===== src/rtl/road_pkg.sv =====
package road_pkg;
   typedef enum logic {
      ST_COLLECT = 1'b0,
      ST_DRAIN   = 1'b1
   } rm_state_e;
endpackage


===== src/rtl/road_cell.sv =====
module road_cell #(
   parameter int NUM_LAYERS = 8,
   parameter int SS_WIDTH   = 8,
   parameter int LAYER_W    = 3,
   parameter int CNT_W      = 4
) (
   input  logic                clk,
   input  logic                rst_n,
   input  logic                wr_en,
   input  logic [LAYER_W-1:0]  wr_layer,
   input  logic [SS_WIDTH-1:0] wr_ss,
   input  logic                hit_en,
   input  logic [LAYER_W-1:0]  hit_layer,
   input  logic [SS_WIDTH-1:0] hit_ss,
   input  logic                clear,
   input  logic [CNT_W-1:0]    thresh,
   output logic                matched
);
   logic [SS_WIDTH-1:0]   slot_q [NUM_LAYERS];
   logic [NUM_LAYERS-1:0] seen_q;
   logic [CNT_W-1:0]      seen_cnt;

   for (genvar l = 0; l < NUM_LAYERS; l++) begin : g_layer
      always_ff @(posedge clk or negedge rst_n) begin
         if (!rst_n) begin
            slot_q[l] <= '0;
         end else if (wr_en && (wr_layer == LAYER_W'(l))) begin
            slot_q[l] <= wr_ss;
         end
      end

      always_ff @(posedge clk or negedge rst_n) begin
         if (!rst_n) begin
            seen_q[l] <= 1'b0;
         end else if (clear) begin
            seen_q[l] <= 1'b0;
         end else if (hit_en && (hit_layer == LAYER_W'(l)) && (hit_ss == slot_q[l])) begin
            seen_q[l] <= 1'b1;
         end
      end
   end

   always_comb begin
      seen_cnt = '0;
      for (int i = 0; i < NUM_LAYERS; i++) begin
         seen_cnt = seen_cnt + CNT_W'(seen_q[i]);
      end
   end

   assign matched = (seen_cnt >= thresh);
endmodule


===== src/rtl/road_scan.sv =====
module road_scan #(
   parameter int NUM_PATTERNS = 16,
   parameter int ID_W         = 4
) (
   input  logic [NUM_PATTERNS-1:0] cand,
   output logic                    any,
   output logic [ID_W-1:0]         idx
);
   always_comb begin
      any = 1'b0;
      idx = '0;
      for (int i = NUM_PATTERNS - 1; i >= 0; i--) begin
         if (cand[i]) begin
            any = 1'b1;
            idx = ID_W'(i);
         end
      end
   end
endmodule


===== src/rtl/road_matcher.sv =====
module road_matcher #(
   parameter int NUM_PATTERNS = 16,
   parameter int NUM_LAYERS   = 8,
   parameter int SS_WIDTH     = 8,
   parameter int THRESH_INIT  = 7,
   localparam int ID_W        = $clog2(NUM_PATTERNS),
   localparam int LAYER_W     = $clog2(NUM_LAYERS),
   localparam int CNT_W       = $clog2(NUM_LAYERS + 1)
) (
   input  logic                clk,
   input  logic                rst_n,
   input  logic                load_en,
   input  logic [ID_W-1:0]     load_addr,
   input  logic [LAYER_W-1:0]  load_layer,
   input  logic [SS_WIDTH-1:0] load_ss,
   input  logic                thresh_we,
   input  logic [CNT_W-1:0]    thresh_val,
   input  logic                hit_valid,
   output logic                hit_ready,
   input  logic                hit_eoe,
   input  logic [LAYER_W-1:0]  hit_layer,
   input  logic [SS_WIDTH-1:0] hit_ss,
   output logic                road_valid,
   input  logic                road_ready,
   output logic [ID_W-1:0]     road_id
);
   import road_pkg::*;

   if (NUM_PATTERNS < 2) begin : g_bad_np
      $error("road_matcher: NUM_PATTERNS must be at least 2");
   end
   if (NUM_LAYERS < 2) begin : g_bad_nl
      $error("road_matcher: NUM_LAYERS must be at least 2");
   end
   if (SS_WIDTH < 1) begin : g_bad_ss
      $error("road_matcher: SS_WIDTH must be at least 1");
   end
   if ((THRESH_INIT < 1) || (THRESH_INIT > NUM_LAYERS)) begin : g_bad_th
      $error("road_matcher: THRESH_INIT out of range");
   end

   rm_state_e             state_q;
   logic [CNT_W-1:0]      thresh_q;
   logic [NUM_PATTERNS-1:0] matched;
   logic [NUM_PATTERNS-1:0] sent_q;
   logic [NUM_PATTERNS-1:0] cand;
   logic                  cand_any;
   logic [ID_W-1:0]       cand_idx;
   logic                  beat_acc;
   logic                  hit_acc;
   logic                  eoe_acc;
   logic                  drain_done;

   assign hit_ready  = (state_q == ST_COLLECT);
   assign beat_acc   = hit_valid && hit_ready;
   assign hit_acc    = beat_acc && !hit_eoe;
   assign eoe_acc    = beat_acc && hit_eoe;
   assign cand       = matched & ~sent_q;
   assign road_valid = (state_q == ST_DRAIN) && cand_any;
   assign road_id    = cand_idx;
   assign drain_done = (state_q == ST_DRAIN) && !cand_any;

   for (genvar p = 0; p < NUM_PATTERNS; p++) begin : g_cell
      road_cell #(
         .NUM_LAYERS (NUM_LAYERS),
         .SS_WIDTH   (SS_WIDTH),
         .LAYER_W    (LAYER_W),
         .CNT_W      (CNT_W)
      ) u_cell (
         .clk       (clk),
         .rst_n     (rst_n),
         .wr_en     (load_en && (load_addr == ID_W'(p))),
         .wr_layer  (load_layer),
         .wr_ss     (load_ss),
         .hit_en    (hit_acc),
         .hit_layer (hit_layer),
         .hit_ss    (hit_ss),
         .clear     (drain_done),
         .thresh    (thresh_q),
         .matched   (matched[p])
      );
   end

   road_scan #(
      .NUM_PATTERNS (NUM_PATTERNS),
      .ID_W         (ID_W)
   ) u_scan (
      .cand (cand),
      .any  (cand_any),
      .idx  (cand_idx)
   );

   always_ff @(posedge clk or negedge rst_n) begin
      if (!rst_n) begin
         thresh_q <= CNT_W'(THRESH_INIT);
      end else if (thresh_we) begin
         thresh_q <= thresh_val;
      end
   end

   always_ff @(posedge clk or negedge rst_n) begin
      if (!rst_n) begin
         state_q <= ST_COLLECT;
      end else if (eoe_acc) begin
         state_q <= ST_DRAIN;
      end else if (drain_done) begin
         state_q <= ST_COLLECT;
      end
   end

   always_ff @(posedge clk or negedge rst_n) begin
      if (!rst_n) begin
         sent_q <= '0;
      end else if (drain_done) begin
         sent_q <= '0;
      end else if (road_valid && road_ready) begin
         sent_q[cand_idx] <= 1'b1;
      end
   end
endmodule


===== config.mk =====
export PLATFORM = sky130hd
export DESIGN_NAME = road_matcher
export DESIGN_NICKNAME = d
export VERILOG_FILES = /design/src/rtl/road_pkg.sv /design/src/rtl/road_cell.sv /design/src/rtl/road_scan.sv /design/src/rtl/road_matcher.sv
export SDC_FILE = /design/constraint.sdc
export NUM_CORES = 2
export LEC_CHECK = 0
export BUFFER_PORTS_ARGS = -buffer_cell sky130_fd_sc_hd__buf_4
export CAP_MARGIN = 10
export CORE_MARGIN = 2
export CORE_UTILIZATION = 60
export CTS_BUF_LIST = sky130_fd_sc_hd__clkbuf_8
export DETAILED_ROUTE_END_ITERATION = 10
export PLACE_DENSITY_LB_ADDON = 0.2
export SLEW_MARGIN = 5
export SYNTH_ARGS = -nofsm -noshare
export SYNTH_HDL_FRONTEND = slang
export SYNTH_SLANG_ARGS = --single-unit

===== constraint.sdc =====
create_clock -name clk -period 4.69 [get_ports clk]
set_input_delay 0.469 -clock clk [delete_from_list [all_inputs] [get_ports clk]]
set_output_delay 0.469 -clock clk [all_outputs]
set_load 0.01 [all_outputs]

# Word-level counts from Yosys, hierarchy flattened

Index checks and enable logic that the tools add are counted.

Eq/ne operators: 157
Mux-type cells: 294
$add $sub $neg: 112
Magnitude comparators: 18
Bitwise operators: 4
Reductions and logical operators: 422

Operators by type and width:

| cell                                                              | number |
|---|---|
| == test 8 bit                                                     | 128 |
| adder 4 x 1 -> 4 bit                                              | 96 |
| logical AND 1 bit                                                 | 287 |
| two-way mux 1 bit                                                 | 275 |
| nonzero test 2 bit                                                | 130 |
| greater-or-equal comparator 4 bit                                 | 16 |
| two-way mux 4 bit                                                 | 16 |
| adder 1 x 1 -> 2 bit                                              | 16 |
| == test 4 bit, second input constant                              | 8 |
| two-way mux 16 bit                                                | 2 |
| == test 3 bit, second input constant                              | 8 |
| AND 16 bit                                                        | 1 |
| == test 4 x 3 -> 1 bit, second input constant                     | 4 |
| inverter 16 bit                                                   | 1 |
| OR 16 bit                                                         | 1 |
| == test 3 x 2 -> 1 bit, second input constant                     | 4 |
| == test 4 x 2 -> 1 bit, second input constant                     | 2 |
| == test 3 x 1 -> 1 bit, second input constant                     | 2 |
| zero test 3 bit                                                   | 2 |
| < comparator 4 x 5 -> 1 bit, second input constant                | 1 |
| demux 1 bit (select 4 bit)                                        | 1 |
| == test 4 x 1 -> 1 bit, second input constant                     | 1 |
| greater-or-equal comparator 4 x 1 -> 1 bit, second input constant | 1 |
| zero test 4 bit                                                   | 1 |
| 2 further kinds                                                   | 3 |

Word-level logic and storage cells: 1266
Input bits: 37
Register bits: 1173
Output and inout bits: 6

# Logic depth before layout (Yosys ltp)

Word-level depth: 32
Gate-level depth with buffers: 19
Gate-level depth less buffers: 18

# By module

A second synthesis with hierarchy kept.

Cell total of the unflattened synthesis: 4836
Area, all modules: 61179.9 um^2

Modules (own cells, without submodules):

| module       | cells each | seq. area each (um^2) | instances | area each (um^2) |
|---|---|---|---|---|
| road_cell    | 293        | 1801.7                | 16        | 3744.8 |
| road_matcher | 115        | 529.3                 | 1         | 1083.5 |
| road_scan    | 33         | 0.0                   | 1         | 178.9 |

# Worst setup path after synthesis

OpenSTA, ideal clock, no wires.

Path kind: register to output
Start: register g_cell[6].u_cell.seen_q[0]
End: output port road_id[1]
Stages on the path, launching flop included: 16
Buffers on the path: 0
Path slack: 171 ps
Data arrival time: 4050 ps
Cells stage by stage: dfrtp_1 -> ha_1 -> inv_1 -> fa_1 -> fa_1 -> fa_1 -> fa_1 -> inv_1 -> ha_1 -> o21ai_0 -> o21ai_1 -> a22oi_2 -> nand3_1 -> a31o_1 -> a41oi_2 -> inv_2

Word-level cells in the longest chain between the ends: 16

RTL lines:

| element                           | RTL line           | RTL |
|---|---|---|
| from (decl)                       | road_cell.sv:20    | `logic [NUM_LAYERS-1:0] seen_q;` |
| from (signal, indexed assignment) | road_cell.sv:34    | `seen_q[l] <= 1'b0;` |
| from (signal, indexed assignment) | road_cell.sv:36    | `seen_q[l] <= 1'b0;` |
| from (signal, indexed assignment) | road_cell.sv:38    | `seen_q[l] <= 1'b1;` |
| adder 1 x 1 -> 2 bit              | road_cell.sv:46    | `seen_cnt = seen_cnt + CNT_W'(seen_q[i]);` |
| adder 4 x 1 -> 4 bit (6 in a row) | road_cell.sv:46    |  |
| greater-or-equal comparator 4 bit | road_cell.sv:50    | `assign matched = (seen_cnt >= thresh);` |
| AND 16 bit                        | road_matcher.sv:58 | `assign cand = matched & ~sent_q;` |
| two-way mux 4 bit (7 in a row)    | road_scan.sv:13    | `if (cand[i]) begin` |
| to (decl)                         | road_matcher.sv:25 | `output logic [ID_W-1:0] road_id` |

Every way passes these cells.

# Worst setup path after layout

Start: register g_cell[8].u_cell.seen_q[1]
End: output port road_id[2]

Word-level cells in the longest chain between the ends: 18

RTL lines:

| element                           | RTL line |
|---|---|
| from (decl)                       | road_cell.sv:20 |
| from (signal, indexed assignment) | road_cell.sv:34 |
| from (signal, indexed assignment) | road_cell.sv:36 |
| from (signal, indexed assignment) | road_cell.sv:38 |
| adder 1 x 1 -> 2 bit              | road_cell.sv:46 |
| adder 4 x 1 -> 4 bit (6 in a row) | road_cell.sv:46 |
| greater-or-equal comparator 4 bit | road_cell.sv:50 |
| AND 16 bit                        | road_matcher.sv:58 |
| two-way mux 4 bit (9 in a row)    | road_scan.sv:13 |

Every way passes these cells.

==> impl_summary.md <==
CTS
No sink is reached through more buffers than the 3 on the longest clock path. The clock-pin slew on the worst setup and hold paths is 0.06 ns. Clock tree synthesis inserted a total of 193 buffers. At the later pin of the worst-skew pair, clock insertion delay measures 0.91 ns.

TritonCTS built the clock tree. The clock root buffer is sky130_fd_sc_hd__clkbuf_8. The tree built by TritonCTS fans out to 1,173 sinks. The H-tree depth reported by CTS is 4.

Outcome
The final reports fail on setup timing. The flow ran to the end, but the final reports show violations.

Setup path
The required time at the endpoint of the critical path is 4.22 ns. STA classifies the critical path endpoint as a primary output. The arrival time reported for the critical path endpoint is 5.16 ns. Along the worst path, the maximum fanout reaches 3. The worst setup path is launched from a register. The classification of the worst setup path is register to primary output.

Floorplanning
From bottom edge to top edge, the die measures 319 µm. The floorplan has 115 rows. The I/O pin count is 43. Measured along the x axis, the die boundary spans 319 µm. For this configuration, the core starts out at a cell density of 0.605. The placeable core region is 98,300 µm².

The die covers 102,000 µm².

Place
The weighted congestion reported at the end of routability-driven placement is 0.885. At the placement stage, the worst setup path has a slack of -0.151 ns. In this run the tool buffered the top-level ports with 42 buffer cells. The HPWL after detailed placement is 92,000 µm.

The post-placement cell count is 5,972.

Detailed routing
The post-detailed-route wirelength per cell is 24.9 µm. The detailed router's first-iteration violation count is 2,804. The final route contains 38,111 vias. The count of nets left with antenna violations once routing finished came out at 0. The detailed-routing iteration count for the pre-antenna-repair pass is 7.

The post-detailed-route via-to-cell ratio is 5.97. The final layout contains routed wiring with a total length of 159,000 µm. After detailed routing, the number of remaining DRC violations is 0.

Global route
The wire length of the first global-routing pass is 245,000 µm. For this run, global-route usage on met2 was measured as 0.498. The all-layer global routing usage is 0.317.

The global route total overflow is 0. The met1 track utilization from global routing is 0.445. The met3 global-route usage is 0.0573. The initial antenna violation count is 8.

The most congested layer reported by global routing is met2. The number of global-route vias before repair was 39,571. The largest net degree at the start of global routing is 118.

Pwr
Dividing total power by cell area gives a power density of 444 nW/µm². The net switching share of the total power is 0.328. Of the total power, combinational logic draws 0.307. The cell-internal power is 0.0201 W. The sequential group share of total power is 0.398. The share of total power dissipated in the clock network is 0.295. The net switching power figure is 0.00981 W.

The power consumption is 0.0299 W. In this run the static leakage power is 33.8 nW. IR analysis of the VDD net gives a maximum drop of 0.000564 V.

Layout
The most frequent standard cell in the layout excluding fill and tap cells is sky130_fd_sc_hd__dfrtp_1. Fill cells in the final layout number 7,107. In the layout the commonest cells are 1,170 x sky130_fd_sc_hd__dfrtp_1, 1,025 x sky130_fd_sc_hd__mux2_2, 1,024 x sky130_fd_sc_hd__xor2_1, 269 x sky130_fd_sc_hd__inv_1, 256 x sky130_fd_sc_hd__nor4_1. Of the cells placed in the final design, the portion with a size suffix greater than 1 is 0.334.

The net count of the finished layout is 5,160. The synthesis-to-finish area growth is 13.1%. Leaving out filler cells and counting taps, the final layout contains 6,381.

Yosys
The average instance in the mapped netlist occupies 12.4 µm². The synthesized design contains 0 enable-type register cells. The number of storage elements in the synthesis netlist is 1,173. The number of instances in the synthesized netlist is 4,777. The share of flip-flops with an asynchronous set or reset after synthesis is 1.00. The net count of the mapped netlist is 4,990. Yosys printed 0 warnings. The synthesized netlist contains 56 unique library cells. The total standard cell area after synthesis is 59,400 µm². The sequential area share after synthesis is 0.494. The most frequently used flop master after synthesis is sky130_fd_sc_hd__dfrtp_1.

Worst hold path
The path category of the worst min-delay check is input port to register.

STA
The final cycle utilization of the critical path is 1.20. The number of pins with negative max-slew slack in the final report was 0. The post-route clock skew is 0.0544 ns. Setup violations remaining at the end of the flow were counted as 149. Setup repair after global routing could not meet its margin everywhere.

For the final routed database, the setup TNS stands at -43.12 ns. Once routing completed, OpenROAD measured the worst setup slack at -0.935 ns. The count of final hold-check violations came to 0.

The relative slew slack is 0.134. Subtracting the final worst setup slack from the clock period gives 5.63 ns. For this run, the top clock speed supported by timing is 178 MHz. For the pin with the worst max-slew slack, the measured transition is 1.30 ns.

Flow run
The max-cap check violation count is 0.
per-stage QoR:
| step | area (µm²) | hold WS (ns) | utilization |
|---|---|---|---|
| 2_1_floorplan | 59400 | 0.173 | - |
| 3_3_place_gp | 61900 | 0.480 | 0.629 |
| 3_5_place_dp | 61900 | 0.495 | 0.629 |
| 4_1_cts | 66900 | 0.110 | 0.681 |
| 5_1_grt | 67200 | 0.184 | 0.684 |
| 6_report | 67200 | 0.193 | 0.684 |
layout make-up:
| type | count | area, µm² | share of cell area |
|---|---|---|---|
| sequential | 1173 | 29400 | 0.437 |
| multi-input combinational | 3130 | 28900 | 0.430 |
| clock buffer | 230 | 3170 | 0.0471 |
| timing repair buffer | 243 | 2850 | 0.0424 |
| tap | 1287 | 1610 | 0.0240 |
| inverter | 206 | 773 | 0.0115 |
| clock inverter | 111 | 592 | 0.00880 |
| antenna | 1 | 2.50 | 0.0000372 |
worst max-delay path: stages (launching register included):
cell and delay, ns:
sky130_fd_sc_hd__dfrtp_1 0.39, sky130_fd_sc_hd__ha_1 0.29, sky130_fd_sc_hd__inv_2 0.04, sky130_fd_sc_hd__fa_1 0.52
sky130_fd_sc_hd__fa_1 0.44, sky130_fd_sc_hd__fa_2 0.40, sky130_fd_sc_hd__fa_2 0.54, sky130_fd_sc_hd__inv_2 0.04
sky130_fd_sc_hd__ha_4 0.21, sky130_fd_sc_hd__o21ai_2 0.15, sky130_fd_sc_hd__a21oi_2 0.05, sky130_fd_sc_hd__o31ai_2 0.17
sky130_fd_sc_hd__buf_4 0.19, sky130_fd_sc_hd__nand4_1 0.16, sky130_fd_sc_hd__nand2b_4 0.22, sky130_fd_sc_hd__a21oi_4 0.16
sky130_fd_sc_hd__buf_6 0.15, sky130_fd_sc_hd__buf_6 0.11
Yosys cell counts (all sizes together), types with 39 or more instances:
cell | instances | area share
buf | 47 | 0.0036
nand3 | 99 | 0.0084
nor2 | 171 | 0.011
mux2 | 1025 | 0.19
inv | 206 | 0.013
a21oi | 99 | 0.0083
dfrtp | 1170 | 0.49
a31oi | 39 | 0.0041
nand2 | 77 | 0.0059
clkbuf | 221 | 0.014
nor4 | 259 | 0.028
fa | 64 | 0.022
ha | 112 | 0.024
xor2 | 1024 | 0.15
power by group through the flow:
stage / combinational (W) / clock (W) / sequential, W
2_1_floorplan: 0.00436 / 0 / 0.0119
3_3_place_gp: 0.00667 / 0 / 0.0120
3_5_place_dp: 0.00684 / 0 / 0.0121
4_1_cts: 0.00866 / 0.00894 / 0.0119
5_1_grt: 0.00987 / 0.00940 / 0.0120
6_report: 0.00918 / 0.00880 / 0.0119
registers in the layout, summed over array words and instances (netlist names):
name                  cells
sent_q                   16
state_q                   1
g_cell.u_cell.seen_q    128
g_cell.u_cell.slot_q   1024
thresh_q                  4
logic make-up after synthesis:
logic type	Yosys count	share of synthesized area
AO/OA/AOI/OAI	220	0.0226
AND/OR/NAND/NOR	669	0.0603
XOR/XNOR	1040	0.153
flip-flops	1173	0.494
buffers and inverters	474	0.0306
adder cells (fa/ha/maj)	176	0.0451
multiplexers	1025	0.194
what timing repair did:
item | 4_1_cts | 5_1_grt
resized for setup | 132 | 45
pin swaps | 67 | 49
setup buffers | 40 | 15
setup endpoints to repair | 149 | 149
hold buffers | 9 | 0
cloned | 16 | 0
endpoints found under the hold margin | 83 | 0
metal layers:
metal  up-vias  wire length, µm
met5         -               84
met3       356            10000
met2      1125            73500
li1      16701                -
met1     19917            70000
met4        12             5280
path summary, 6_finish.rpt:
path                                                to                         from  cells past startpoint  slack [ns]
max                                         road_id[2]   g_cell[8].u_cell.seen_q[1]                     17       -0.94
min in group asynchronous  g_cell[13].u_cell.slot_q[4]                        rst_n                      2        0.27
max in group asynchronous  g_cell[4].u_cell.slot_q[54]                        rst_n                      3        3.14
min reg2reg                g_cell[14].u_cell.seen_q[1]  g_cell[14].u_cell.seen_q[1]                      2        0.50
min                        g_cell[12].u_cell.seen_q[3]                    hit_ss[1]                      5        0.19
max reg2reg                                 sent_q[11]   g_cell[2].u_cell.seen_q[0]                     20       -0.34
(Power assumes the default switching activity.)
